$ cat src/rtl/sysctl_pkg.sv
// Package: shared constants, board variant type and word-index map for the
// system control register bank. Word index = byte offset >> 2.
package sysctl_pkg;

    localparam logic [15:0] UNLOCK_KEY = 16'hA05F;

    typedef enum logic [1:0] {
        VAR_A = 2'd0,   // trigger bit 8
        VAR_B = 2'd1,   // trigger bit 2
        VAR_C = 2'd2    // no reset-control register
    } board_var_e;

    localparam logic [9:0] W_IDENT  = 10'd0;   // 0x00
    localparam logic [9:0] W_LEDS   = 10'd2;   // 0x08
    localparam logic [9:0] W_KEY    = 10'd8;   // 0x20
    localparam logic [9:0] W_FSET   = 10'd12;  // 0x30
    localparam logic [9:0] W_FCLR   = 10'd13;  // 0x34
    localparam logic [9:0] W_NVSET  = 10'd14;  // 0x38
    localparam logic [9:0] W_NVCLR  = 10'd15;  // 0x3C
    localparam logic [9:0] W_RSTCTL = 10'd16;  // 0x40
    localparam logic [9:0] W_TICK   = 10'd23;  // 0x5C

    // Position of the reset trigger bit for a variant.
    function automatic int trig_bit(board_var_e v);
        case (v)
            VAR_A:   return 8;
            VAR_B:   return 2;
            default: return 0;
        endcase
    endfunction

endpackage

$ cat src/rtl/sysctl_lockkey.sv
// Unlock-key register. Stores the key only on an exact match; any other
// write keeps the low 15 bits, so bit 15 marks the unlocked state.
// Assumes one write strobe per cycle, already address-decoded.
module sysctl_lockkey #(
    parameter int          DW  = 32,
    parameter logic [15:0] KEY = 16'hA05F
) (
    input  logic          clk,
    input  logic          rst_n,
    input  logic          we,
    input  logic [DW-1:0] wdata,
    output logic [15:0]   key_q,
    output logic          unlocked
);

    localparam logic [DW-1:0] KEY_EXT = DW'(KEY);

    // Key storage: exact key or key with bit 15 forced low.
    always_ff @(posedge clk) begin
        if (!rst_n)
            key_q <= '0;
        else if (we)
            key_q <= (wdata == KEY_EXT) ? KEY : {1'b0, wdata[14:0]};
    end

    // Unlock flag seen by the reset-control register.
    assign unlocked = (key_q == KEY);

    // bit 15 never reads high without the full key stored.
    p_key_bit15_r3: assert property (@(posedge clk) disable iff (!rst_n)
        key_q[15] |-> unlocked);

    // a non-key write always leaves bit 15 low.
    p_key_near_miss_r3: assert property (@(posedge clk) disable iff (!rst_n)
        (we && wdata != KEY_EXT) |=> !key_q[15]);

endmodule

$ cat src/rtl/sysctl_flagbank.sv
// Set/clear flag word. One strobe ORs data in, the other clears bits set in
// data. The reset input decides whether the word is warm or non-volatile.
// Assumes set and clear strobes are never both high.
module sysctl_flagbank #(
    parameter int DW = 32
) (
    input  logic          clk,
    input  logic          rst_n,
    input  logic          set_we,
    input  logic          clr_we,
    input  logic [DW-1:0] wdata,
    output logic [DW-1:0] flags_q
);

    // Flag update: set has OR semantics, clear has AND-NOT semantics.
    always_ff @(posedge clk) begin
        if (!rst_n)
            flags_q <= '0;
        else if (set_we)
            flags_q <= flags_q | wdata;
        else if (clr_we)
            flags_q <= flags_q & ~wdata;
    end

    // every bit named in a set write reads high afterwards.
    p_set_lands_r4: assert property (@(posedge clk) disable iff (!rst_n)
        set_we |=> ((flags_q & $past(wdata)) == $past(wdata)));

    // every bit named in a clear write reads low afterwards.
    p_clr_lands_r4: assert property (@(posedge clk) disable iff (!rst_n)
        (clr_we && !set_we) |=> ((flags_q & $past(wdata)) == '0));

    // without a strobe the word holds.
    p_hold_r4: assert property (@(posedge clk) disable iff (!rst_n)
        (!set_we && !clr_we) |=> $stable(flags_q));

endmodule

$ cat src/rtl/sysctl_rstctl.sv
// Key-gated reset-control register and reset request pulse. The variant
// parameter picks the trigger bit or removes the register entirely.
// Assumes the unlock flag is registered state from the key register.
module sysctl_rstctl
    import sysctl_pkg::*;
#(
    parameter int         DW      = 32,
    parameter board_var_e VARIANT = VAR_A
) (
    input  logic          clk,
    input  logic          rst_n,
    input  logic          we,
    input  logic          unlocked,
    input  logic [DW-1:0] wdata,
    output logic [DW-1:0] level_q,
    output logic          req
);

    localparam bit HAS_CTL = (VARIANT != VAR_C);
    localparam int TRIG    = trig_bit(VARIANT);

    generate
        if (HAS_CTL) begin : g_ctl
            logic accept;
            assign accept = we && unlocked;

            // Level register: written only while unlocked.
            always_ff @(posedge clk) begin
                if (!rst_n)
                    level_q <= '0;
                else if (accept)
                    level_q <= wdata;
            end

            // Request pulse: one cycle after an accepted trigger write.
            always_ff @(posedge clk) begin
                if (!rst_n)
                    req <= 1'b0;
                else
                    req <= accept && wdata[TRIG] && !req;
            end

            // the request never lasts two cycles.
            p_req_single_r7: assert property (@(posedge clk) disable iff (!rst_n)
                req |=> !req);

            // a request always follows an unlocked trigger write.
            p_req_cause_r7: assert property (@(posedge clk) disable iff (!rst_n)
                req |-> $past(we && unlocked && wdata[TRIG]));

            // a locked write leaves the level untouched.
            p_locked_hold_r6: assert property (@(posedge clk) disable iff (!rst_n)
                (we && !unlocked) |=> $stable(level_q));
        end else begin : g_none
            logic unused_ctl;
            assign unused_ctl = ^{clk, rst_n, we, unlocked, wdata};
            assign level_q    = '0;
            assign req        = 1'b0;
        end
    endgenerate

endmodule

$ cat src/rtl/sysctl_tick.sv
// Timebase counter. Adds one per clock while the external divided enable
// is high; wraps at its width.
module sysctl_tick #(
    parameter int CW = 32
) (
    input  logic          clk,
    input  logic          rst_n,
    input  logic          tick_en,
    output logic [CW-1:0] count
);

    // Counter advance on the enable.
    always_ff @(posedge clk) begin
        if (!rst_n)
            count <= '0;
        else if (tick_en)
            count <= count + 1'b1;
    end

    // an enabled edge adds exactly one.
    p_tick_inc_r9: assert property (@(posedge clk) disable iff (!rst_n)
        tick_en |=> (count == $past(count) + 1'b1));

    // without the enable the count holds.
    p_tick_hold_r9: assert property (@(posedge clk) disable iff (!rst_n)
        !tick_en |=> $stable(count));

endmodule

$ cat src/rtl/sysctl_regbank.sv
// System control register bank top. Decodes the word address, routes write
// strobes to the sub-blocks, holds the LED word and muxes read data.
// Assumes single-cycle bus accesses; reads are combinational.
module sysctl_regbank
    import sysctl_pkg::*;
#(
    parameter board_var_e    VARIANT  = VAR_A,
    parameter logic [31:0]   ID_VALUE = 32'h0A5C_0001,
    parameter int            TICK_W   = 32
) (
    input  logic        clk,
    input  logic        por_n,
    input  logic        rst_n,
    input  logic        tick_en,
    input  logic [11:0] addr,
    input  logic        wr_en,
    input  logic [31:0] wdata,
    output logic [31:0] rdata,
    output logic        sys_reset_req
);

    localparam int DW     = 32;
    localparam int WORD_W = 10;

    logic [WORD_W-1:0] widx;
    logic              warm_n;
    logic              unused_lo;
    logic [DW-1:0]     led_q;
    logic [15:0]       key_q;
    logic              unlocked;
    logic [DW-1:0]     flags_q;
    logic [DW-1:0]     nvflags_q;
    logic [DW-1:0]     level_q;
    logic [TICK_W-1:0] tick_q;

    assign widx      = addr[11:2];
    assign unused_lo = ^addr[1:0];
    assign warm_n    = rst_n & por_n;

    // LED word, plain read/write.
    always_ff @(posedge clk) begin
        if (!warm_n)
            led_q <= '0;
        else if (wr_en && widx == W_LEDS)
            led_q <= wdata;
    end

    sysctl_lockkey #(.DW(DW), .KEY(UNLOCK_KEY)) u_key (
        .clk      (clk),
        .rst_n    (warm_n),
        .we       (wr_en && widx == W_KEY),
        .wdata    (wdata),
        .key_q    (key_q),
        .unlocked (unlocked)
    );

    sysctl_flagbank #(.DW(DW)) u_flags (
        .clk     (clk),
        .rst_n   (warm_n),
        .set_we  (wr_en && widx == W_FSET),
        .clr_we  (wr_en && widx == W_FCLR),
        .wdata   (wdata),
        .flags_q (flags_q)
    );

    sysctl_flagbank #(.DW(DW)) u_nvflags (
        .clk     (clk),
        .rst_n   (por_n),
        .set_we  (wr_en && widx == W_NVSET),
        .clr_we  (wr_en && widx == W_NVCLR),
        .wdata   (wdata),
        .flags_q (nvflags_q)
    );

    sysctl_rstctl #(.DW(DW), .VARIANT(VARIANT)) u_rstctl (
        .clk      (clk),
        .rst_n    (warm_n),
        .we       (wr_en && widx == W_RSTCTL),
        .unlocked (unlocked),
        .wdata    (wdata),
        .level_q  (level_q),
        .req      (sys_reset_req)
    );

    sysctl_tick #(.CW(TICK_W)) u_tick (
        .clk     (clk),
        .rst_n   (warm_n),
        .tick_en (tick_en),
        .count   (tick_q)
    );

    // Read mux; unmapped words read zero.
    always_comb begin
        case (widx)
            W_IDENT:  rdata = ID_VALUE;
            W_LEDS:   rdata = led_q;
            W_KEY:    rdata = {16'h0000, key_q};
            W_FSET:   rdata = flags_q;
            W_NVSET:  rdata = nvflags_q;
            W_RSTCTL: rdata = level_q;
            W_TICK:   rdata = DW'(tick_q);
            default:  rdata = '0;
        endcase
    end

    // LED word holds when not addressed.
    p_led_hold_r2: assert property (@(posedge clk) disable iff (!warm_n)
        !(wr_en && widx == W_LEDS) |=> $stable(led_q));

    // no reset request in the first cycle after any reset.
    p_req_quiet_r11: assert property (@(posedge clk)
        !warm_n |=> !sys_reset_req);

endmodule

$ cat config.mk
export PLATFORM = sky130hd
export DESIGN_NAME = sysctl_regbank
export DESIGN_NICKNAME = d
export VERILOG_FILES = /design/src/rtl/sysctl_pkg.sv /design/src/rtl/sysctl_lockkey.sv /design/src/rtl/sysctl_flagbank.sv /design/src/rtl/sysctl_rstctl.sv /design/src/rtl/sysctl_tick.sv /design/src/rtl/sysctl_regbank.sv
export SDC_FILE = /design/constraint.sdc
export NUM_CORES = 1
export LEC_CHECK = 0
export ABC_AREA = 1
export BUFFER_PORTS_ARGS = -buffer_cell sky130_fd_sc_hd__buf_2
export CAP_MARGIN = 20
export CORE_MARGIN = 8
export CORE_UTILIZATION = 48
export DETAILED_ROUTE_END_ITERATION = 10
export PLACE_DENSITY = 0.72
export SLEW_MARGIN = 20
export SYNTH_ARGS = -nofsm -noshare
export SYNTH_HDL_FRONTEND = slang
export SYNTH_HIERARCHICAL = 1
export SYNTH_SLANG_ARGS = --single-unit
$ cat constraint.sdc
create_clock -name clk -period 6.4 [get_ports clk]
set_clock_uncertainty 0.15 [all_clocks]
set_input_delay 0.64 -clock clk [delete_from_list [all_inputs] [get_ports clk]]
set_output_delay 0.64 -clock clk [all_outputs]
set_load 0.01 [all_outputs]
# Word level (Yosys, flattened, before mapping)
# Index checks and enable logic that the tools add are counted.
[op_classes]
addsub = 1
n_eq_ne = 10
mux = 6
n_bitwise = 6
n_reduce_logical = 14
[ops]
columns = ["operator", "count"]
rows = [
  ["$pmux 32 s7", 1],
  ["$mux 32", 4],
  ["$and 32x32->32", 2],
  ["$or 32x32->32", 2],
  ["$eq 10x4->1 const B", 5],
  ["$add 32x1->32 const B", 1],
  ["$eq 32x16->1 const B", 1],
  ["$not 32->32", 1],
  ["$eq 10x5->1 const B", 2],
  ["$eq 16x16->1 const B", 1],
  ["$mux 16", 1],
  ["$eq 10x2->1 const B", 1],
  ["$logic_and 1x1->1", 10],
  ["$logic_not 10->1", 1],
  ["$reduce_bool 2->1", 2],
  ["$and 1x1->1", 1],
  ["$logic_not 1->1", 1],
]
[totals]
ff_bits = 177
inputBits = 49
out_inout_bits = 33
wordCells = 44

# Depth between registers and ports, before layout
# Gate-level depths: netlist of run 1.
[logic_depth]
word_depth = 5
depth_mapped = 10
depth_no_buf = 9

# By module
# The synthesis of run 1 kept the hierarchy.
[by_module_without_submodules]
columns = ["mod", "n_inst", "cells_per_inst", "area_per_inst_um2", "seq_area_each_um2"]
rows = [
  ["sysctl_regbank", 1, 645, 3372.0, 640.6],
  ["sysctl_flagbank", 2, 170, 1348.8, 640.6],
  ["sysctl_tick", 1, 260, 1750.4, 640.6],
  ["sysctl_rstctl", 1, 146, 1413.9, 660.6],
  ["sysctl_lockkey", 1, 124, 824.5, 320.3],
]

# Worst setup path after synthesis of run 1
# OpenSTA, ideal clock, no wires.
[synth_timing]
path_type = "input -> register"
startpoint = "input addr[9]"
endpoint = "register (tool-made name)"
setup_time_ns = 0.066
t_arrival_ns = 2.260
required_time_ns = 6.184
setup_slack_ns = 3.923
cell_stages = 9
path_buffers = 2
cell_sequence = "nor2_2 > nand2_4 > nor2_8 > buf_6 > inv_1 > nor4_1 > buf_6 > nand2_1 > a21oi_2"
[synth_lines]
columns = ["item", "line_no", "source"]
rows = [
  ["start: declaration", "sysctl_regbank.sv:15", "input logic [11:0] addr,"],
]

# Worst setup path in the final report of run 1
[layout_timing]
startpoint = "input addr[2]"
endpoint = "output rdata[30]"
[layout_via]
elab_chain_len = 2
word_cells_on_any_way = 8
cone_classes = "eq/ne: 6; mux: 1; reduce/logical: 1"
[layout_rtl]
columns = ["item", "line_no", "source"]
rows = [
  ["$eq 10x5->1 (tied with other cells)", "sysctl_regbank.sv:94", "case (widx)"],
  ["$pmux 32 s7 *", "sysctl_regbank.sv:94", ""],
  ["end: declaration", "sysctl_regbank.sv:18", "output logic [31:0] rdata,"],
]
# Mark *: on every way between the ends. The rest lies on a longest branch, timed or not.

==> metrics.yaml, run 1 <==
status: "finished clean"
ctsHoldBuffers: 0
yosys-top-cells-area: "dfxtp_1 (35%), nand2_1 (19%), nand3_1 (7.9%), a21oi_2 (7.3%), nor2_1 (6.0%)"
synth_cell_types: 41
ant_nets: 0
syn-instance-count: 1515
timing.final.crit_period_ns: 3.72
synth_ff_type: "dfxtp_1"
fin_crit_sh_pct: 58.1
numPortBuffers: 79
path_max_fanout: 22
r2r-end: "u_rstctl/level_q[23]$_SDFFE_PN0P_"
maxSlewViolCount: 0
die_h_um: 161
report.final.setup_viol: 0
antenna_found_initial: 2
final_cell_count_no_fill: 1842
post_dp_cell_area_sq_um: 10400
tritoncts: "built"
cts_buffers: 17
htreeDepth: 4
die_area_sq_um: 25800
syn2layout_area_growth_pct: 8.81
drc_errors: 0
max-vdd-ir-drop_mv: 0.160
r2r_cells: 7
worst_pin_slew_ns: 1.13
synth_enable_flop_cells: 0
ys_seq_area_share_pct: 35.2
hold_path_class: "reg -> reg"
relSlewSlack_pct: 24.5
cp-endpoint: "rdata[30]"
synth_top_area_share_pct: 35.2
cts_resized: 0
grtUsageTotal_pct: 23.5
fmax_ghz: 0.269
start_util_pct: 48.3
holdPathStages: 1
critPathArrivalTime_ns: 2.93
maxCapViolations: 0
num_rows: 53
die_w_um: 161
required_ns: 5.61
cts_root_buf: "clkbuf_16"
synth_warnings: 6
vias_per_cell: 5.40
post-synth-top-area-cell: "dfxtp_1"
first_iter_violations: 1074
async_reset_ff_share_pct: 0
routed_wirelength_um: 30800
design_area_sq_um: 10900
pin_count: 82
core_sq_um: 20800
rr_startpoint: "u_key/key_q[9]$_SDFFE_PN0P_"
worstSetupStartpoint: "addr[2]"
wl_per_cell_um: 16.7
cts_setup_buffers: 0
holdCritStartpoint: "u_rstctl/req$_SDFF_PN0_"
rrSetupSlack_ns: 3.81
fin_tns_setup_ns: 0
start_kind: "primary input"
syn_nets: 1565
first_global_vias: 9304
placed_cells: 1809
grt_setup_unrepaired: "false"
grt_pass1_wl_um: 49500
fin_nets: 1603
via_count: 9940
hpwl_um: 20300
path_class: "in -> out"
synth_area_sq_um: 10100
clock_sinks: 177
place_congestion: 0.890
final_core_util_pct: 52.6
hold_viol: 0
grt_max_degree: 45
cts_buffer_depth: 2
drive_gt1_share_pct: 18.8
power_density_nw_per_um2: 207
p_leak_uw: 0.00446
overflow: 0
syn_area_per_cell_sq_um: 6.64
clkLatencyLatePin_ns: 0.43
drt-pass1-iter-count: 6
cp-end-kind: "output port"
ys_ff_latch: 177
clkTransAtPathRegs_ns: 0.06
[stage by stage]
step / worst slack (ns) / power, uW / hold slack [ns]
floorplan: 3.92 / 1180 / 0.289
finish: 2.68 / 2260 / 0.273
global route: 2.50 / 2320 / 0.323
detailed placement: 2.62 / 1240 / 0.265
CTS: 2.75 / 2260 / 0.275
global placement: 2.66 / 1240 / 0.267
[metal layers]
| metal | vias to the layer above | routed length (um) | track usage (%) | part of all wire [%] |
|---|---|---|---|---|
| met1 | 4587 | 13700 | 30.7 | 45 |
| met3 | 66 | 2250 | 4.61 | 7.3 |
| met2 | 417 | 14100 | 38.2 | 46 |
| met5 | - | 8 | 0 | 0.026 |
| li1 | 4868 | - | - | - |
| met4 | 2 | 679 | 7.91 | 2.2 |
[cells by family (layout without fill, tap and decap cells)]
logic type,after synthesis,after routing,share of synthesized area [%]
AOI/OAI and AO/OA,157,157,11.3
and+or+nand+nor,957,957,42.0
xor gates and xnor gates,3,3,0.261
adders and majority gates,1,1,0.124
other,0,1,0
buffers and inverters,220,271,11.1
DFF,177,177,35.2
[cells in the mapped netlist, drive strengths merged (3+ instances only)]
cell    count
o21a        3
dfxtp     177
xnor2       3
nor4        3
nand4      30
nand2     532
nor2      191
nand3     162
clkbuf      8
and2        3
inv       144
nor3       34
buf        67
o21ai      27
a21oi     125
[cell type report]
| type | count | area (sq um) |
|---|---|---|
| Fill cell | 2104 | 9880 |
| Multi-Input combinational cell | 1118 | 5420 |
| Sequential cell | 177 | 3540 |
| Inverter | 145 | 547 |
| Timing Repair Buffer | 94 | 508 |
| Clock buffer | 19 | 443 |
| Tap cell | 275 | 344 |
| Clock inverter | 13 | 135 |
| Antenna cell | 1 | 2.50 |
[where the power goes]
part	internal, uW	switching [uW]
logic	21.9	94.7
clock network	585	457
registers	1100	0.834
total	1710	553
[cell usage in the layout, fill, tap and decap left out, types with 4 or more instances in the layout]
master        n
nor2_4       10
a21oi_1      41
inv_2         8
nand3_1     159
inv_1       135
dfxtp_1     177
buf_4        15
o21ai_2       5
clkinv_2      4
nand4_1      30
nor2_2       21
o21ai_1       6
o21ai_0      16
clkinvlp_4    5
a21oi_2      84
clkbuf_16    17
nand2_2      29
nand2_1     500
buf_2        79
nor3_1       34
nor2_1      157
[how the worst min path moves through the flow]
stage | to | slack (ns)
3_3_place_gp | u_rstctl/req$_SDFF_PN0_ | 0.27
5_1_grt | u_rstctl/req$_SDFF_PN0_ | 0.32
6_report | u_rstctl/req$_SDFF_PN0_ | 0.27
4_1_cts | u_rstctl/req$_SDFF_PN0_ | 0.27
3_5_place_dp | u_rstctl/req$_SDFF_PN0_ | 0.27
2_1_floorplan | flop | 0.29
[worst max-delay path, stage by stage]
cell     delay, ns
buf_2         0.15
nand2_1       0.14
nor2_2        0.75
nand2_1       0.10
nor2_1        0.50
nand2_1       0.23
and2_1        0.22
nand2_1       0.07
buf_2         0.13
Note: power is estimated with default switching activity, not from simulation.
==> run 2: changes to the inputs <==
- clock period: 6.4 -> 3.7 ns (I/O delays scaled with it)
==> metrics.yaml, run 2 (synthesis results as in run 1) <==
clkPwrFrac_pct: 47.1
hold_path_class: "in -> reg"
num_rows: 53
grt_max_degree: 37
timing.final.crit_period_ns: 2.86
cts_buffers: 17
fin_tns_setup_ns: 0
p_seq_share_pct: 47.7
report.final.setup_viol: 0
path_class: "in -> out"
worst_pin_slew_ns: 1.09
ant_nets: 0
core_sq_um: 20800
tritoncts: "built"
relSlewSlack_pct: 27.1
cts_buffer_depth: 2
critPathArrivalTime_ns: 2.34
grt_pass1_wl_um: 50800
start_kind: "primary input"
n_fill_cell: 2093
grt_use_met1_pct: 31.6
fin_crit_sh_pct: 77.3
slowest_stage: "nor2_4"
switchingPower_uw: 981
path_cells: "buf_2 -> nor2_4 -> nand2_2 -> nor2_4 -> nand2_1 -> nor2_1 -> nor2_1 -> nand2_1 -> buf_2"
cp-end-kind: "output port"
die_area_sq_um: 25800
drive_gt1_share_pct: 19.4
grt_setup_unrepaired: "false"
fin_hold_ws_ns: 0.103
die_w_um: 161
fin_ws_ns: 0.839
max-vdd-ir-drop_mv: 0.295
vias_per_cell: 5.42
final_cell_mix: "nand2_1 (500), dfxtp_1 (177), nand3_1 (159), nor2_1 (157), inv_1 (135)"
drc_errors: 0
required_ns: 3.18
maxSlewViolCount: 0
final_core_util_pct: 53.1
rrSetupSlack_ns: 1.26
via_count: 10000
grtUsageMet2_pct: 38.7
first_iter_violations: 1048
clkTransAtPathRegs_ns: 0.07
routed_wirelength_um: 31200
clkLatencyLatePin_ns: 0.43
met3_usage_pct: 5.55
busiest_layer: "met2"
r2r_cells: 6
combPwrFrac_pct: 5.1
grtUsageTotal_pct: 24.2
wl_per_cell_um: 16.9
cts_root_buf: "clkbuf_16"
syn2layout_area_growth_pct: 9.86
holdCritStartpoint: "wdata[30]"
numPortBuffers: 79
status: "finished clean"
holdPathStages: 3
p_leak_uw: 0.00452
maxCapViolations: 0
num_antenna_cells: 0
overflow: 0
die_h_um: 161
pre_cts_slack_ns: 0.671
cts_setup_buffers: 0
r2r-end: "u_rstctl/level_q[31]$_SDFFE_PN0P_"
pin_count: 82
final_common_cell: "nand2_1"
power_density_nw_per_um2: 362
drt-pass1-iter-count: 5
rr_startpoint: "u_key/key_q[9]$_SDFFE_PN0P_"
path_max_fanout: 26
fmax_ghz: 0.350
cts_resized: 0
hpwl_um: 20700
finalPower_uw: 4000
antenna_found_initial: 1
place_congestion: 0.851
p_int_uw: 3010
htreeDepth: 4
fin_nets: 1612
clock_sinks: 177
first_global_vias: 9535
slowest_delay_ns: 0.49
ctsHoldBuffers: 0
swShare_pct: 24.6
start_util_pct: 48.3
hold_viol: 0
run 2: cell types whose count changed in the layout (fill, tap and decap cells not counted):
| cell | delta |
|---|---|
| clkbuf_1 | -1 |
| diode_2 | -1 |
| buf_4 | +8 |
| inv_6 | +2 |
| clkbuf_8 | -1 |
| clkinv_4 | +1 |
| buf_12 | +1 |
| bufinv_16 | +1 |
| clkinv_2 | -2 |
run 2: how the worst max path moves through the flow:
stage / from / end / slack (ns) / cells past startpoint
after global routing: addr[11] / rdata[30] / 0.67 / 8
after detailed placement: addr[11] / u_key/key_q[3]$_SDFFE_PN0P_ / 0.67 / 11
after global placement: addr[11] / u_key/key_q[1]$_SDFFE_PN0P_ / 0.74 / 11
after floorplan: addr[9] / flop / 1.49 / 9
final: addr[11] / rdata[0] / 0.84 / 9
after CTS: addr[11] / rdata[15] / 0.88 / 10
run 2: layer usage:
metal	vias to the layer above	part of all wire, %
met4	2	2.5
met3	65	9.0
met2	427	46
met1	4658	43
li1	4882	-
met5	-	0.038
run 2: area by class of cell:
type	count	area, sq um	share of cell area [%]
Inverter	145	547	4.95
Clock inverter	15	181	1.64
Clock buffer	17	425	3.85
Timing Repair Buffer	103	588	5.32
Sequential cell	177	3540	32.1
Multi-Input combinational cell	1118	5420	49.1
Tap cell	275	344	3.11
run 2: through the flow:
stage,cells,area (sq um)
2_1_floorplan,1515,10100
3_3_place_gp,1818,10400
3_5_place_dp,1818,10400
4_1_cts,1850,11100
5_1_grt,1850,11100
6_report,1850,11100
run 2: worst max-delay path, delay by kind of cell:
kind | cells | cell delay, ns
simple gates | 7 | 1.69
buf+inv | 2 | 0.27
run 2: power groups by stage:
stage | Clock (uW) | Sequential [uW] | Combinational, uW
6_report | 1880 | 1910 | 205
2_1_floorplan | 0 | 1950 | 99.0
5_1_grt | 1980 | 1910 | 218
4_1_cts | 1900 | 1910 | 201
3_3_place_gp | 0 | 1950 | 198
3_5_place_dp | 0 | 1950 | 199
==> run 3: changes to the inputs <==
- ABC_AREA: 1 -> 0
- PLACE_DENSITY: 0.72 -> 0.75
- clock period: 3.7 -> 2.54 ns (I/O delays scaled with it)
==> metrics.yaml, run 3 <==
cp-end-kind: "output port"
syn_area_per_cell_sq_um: 8.65
hold_path_class: "in -> reg"
num_antenna_cells: 0
r2r-end: "u_tick/count[28]$_SDFFE_PN0P_"
core_sq_um: 18800
status: "finished clean"
wl_per_cell_um: 21.5
relSlewSlack_pct: 57.6
via_count: 8945
critPathArrivalTime_ns: 2.08
syn_nets: 1113
ys_ff_latch: 177
grt_pass1_wl_um: 47800
maxCapViolations: 0
r2r_cells: 4
grt_setup_unrepaired: "false"
path_class: "in -> out"
cts_setup_buffers: 0
num_rows: 50
max-vdd-ir-drop_mv: 0.494
die_area_sq_um: 23800
crit_family: "simple AND/OR/NAND/NOR gates"
path_cells: "buf_2 -> or4_4 -> nor3b_4 -> a221oi_1 -> o221ai_1 -> buf_2"
timing.final.crit_period_ns: 2.48
place_congestion: 0.894
drt-pass1-iter-count: 5
report.final.setup_viol: 0
cp_common_cell: "buf_2"
syn2layout_area_growth_pct: 17.4
hpwl_um: 20200
ant_nets: 0
holdCritStartpoint: "wdata[3]"
n_fill_cell: 1663
first_global_vias: 8655
post-synth-top-area-cell: "dfxtp_1"
clkTransAtPathRegs_ns: 0.07
required_ns: 2.14
holdPathStages: 3
power_density_nw_per_um2: 565
drc_errors: 0
synth_warnings: 6
syn-instance-count: 1063
first_iter_violations: 1065
overflow: 0
p_leak_uw: 0.00392
vias_per_cell: 6.41
rrSetupSlack_ns: 0.37
clock_sinks: 177
cts_buffers: 17
cts_buffer_depth: 2
hold_viol: 0
clkLatencyLatePin_ns: 0.43
regArea_sq_um: 3540
final_cell_mix: "nand2_1 (210), dfxtp_1 (177), buf_2 (79), and3_1 (76), a31o_1 (61)"
fin_nets: 1199
design_area_sq_um: 10800
grt_max_degree: 65
whs_endpoint: "led_q[3]$_SDFFE_PN0P_"
routed_wirelength_um: 30100
cp.buffers_inverters: 2
yosys-top-cells-area: "dfxtp_1 (39%), nand2_1 (8.6%), a31o_1 (5.8%), and3_1 (5.2%), nand4_1 (3.9%)"
worst_pin_slew_ns: 0.636
ys_seq_area_share_pct: 38.6
fin_tns_setup_ns: 0
fmax_ghz: 0.402
post_dp_cell_area_sq_um: 9850
async_reset_ff_share_pct: 0
multi_input_area_sq_um: 5020
fin_crit_sh_pct: 97.8
slowest_stage: "or4_4"
maxSlewViolCount: 0
start_util_pct: 49.0
synth_enable_flop_cells: 0
final_common_cell: "nand2_1"
synthTopCellsByCount: "nand2_1 (210), dfxtp_1 (177), and3_1 (76)"
synth_area_sq_um: 9190
die_h_um: 154
start_kind: "primary input"
path_max_fanout: 8
grtUsageTotal_pct: 25.1
tritoncts: "built"
htreeDepth: 4
synth_ff_type: "dfxtp_1"
numPortBuffers: 79
die_w_um: 154
cts_root_buf: "clkbuf_16"
synth_cell_types: 74
slowest_delay_ns: 0.54
synth_most_common_cell: "nand2_1"
pin_count: 82
drive_gt1_share_pct: 20.1
synth_top_area_share_pct: 38.6
antenna_found_initial: 1
rr_startpoint: "u_tick/count[9]$_SDFFE_PN0P_"
==> run 3: cell types whose count changed after synthesis, moves of 61 or more <==
| cell | delta |
|---|---|
| nor2_1 | -143 |
| nand2_1 | -290 |
| nand3_1 | -141 |
| and3_1 | +75 |
| a31o_1 | +61 |
| inv_1 | -130 |
| a21oi_2 | -84 |
==> run 3: metrics by stage <==
step	util, %	cells	hold slack, ns	setup slack (ns)	total power [uW]
global route	57.5	1396	0.0294	0.0140	6240
finish	57.5	1396	0.0224	0.0551	6090
global placement	52.5	1336	0.287	0.0984	3160
detailed placement	52.5	1336	0.293	0.0628	3160
CTS	57.5	1396	0.000590	0.0894	6090
floorplan	-	1063	0.240	0.142	3000
==> run 3: final cells by class <==
type,count,share of cell area [%]
inverter,8,0.302
multi-input combinational,780,46.6
timing repair buffer,165,11.5
sequential,177,32.9
tap,234,2.71
clock buffer,20,4.23
clock inverter,12,1.88
==> run 3: what timing repair did <==
item | in CTS | in global routing
endpoints found under the hold margin | 48 | 0
gates resized for setup | 0 | 0
hold buffers | 28 | 0
==> run 3: metal layers <==
| metal | wire length, um | vias up | track usage [%] |
|---|---|---|---|
| li1 | - | 4125 | - |
| met1 | 12700 | 4308 | 33.0 |
| met2 | 13900 | 439 | 40.1 |
| met3 | 2700 | 71 | 4.93 |
| met4 | 848 | 2 | 9.61 |
| met5 | 8 | - | 0 |
==> run 3: how the worst max path moves through the flow <==
stage	slack, ns	start	cells after the start	end
after floorplan	0.14	addr[7]	9	flop
after detailed placement	0.06	addr[7]	8	u_key/key_q[12]$_SDFFE_PN0P_
after global placement	0.1	addr[7]	8	u_key/key_q[4]$_SDFFE_PN0P_
after CTS	0.09	addr[7]	6	rdata[1]
final	0.06	addr[9]	6	rdata[1]
after global routing	0.01	addr[6]	8	rdata[0]
==> run 3: where the power goes <==
group	internal, uW	switching [uW]
clock	1800	1150
combinational	120	243
sequential	2780	2.55
==> run 3: cells by family (layout without fill, tap and decap cells) <==
kind of cell,Yosys count,count (layout),share of synthesized area (%)
compound gates,254,254,21.6
xor+xnor,13,13,1.24
fa+ha+maj,1,1,0.136
buf+inv,106,205,7.20
flops,177,177,38.6
mux,32,32,3.61
simple gates,480,480,27.7
==> run 3: worst register-to-register path, stage by stage (launching register included) <==
cell,delay [ns]
dfxtp_1,0.46
nand4_2,0.23
or4_4,0.68
o311ai_0,0.40
o41ai_1,0.13
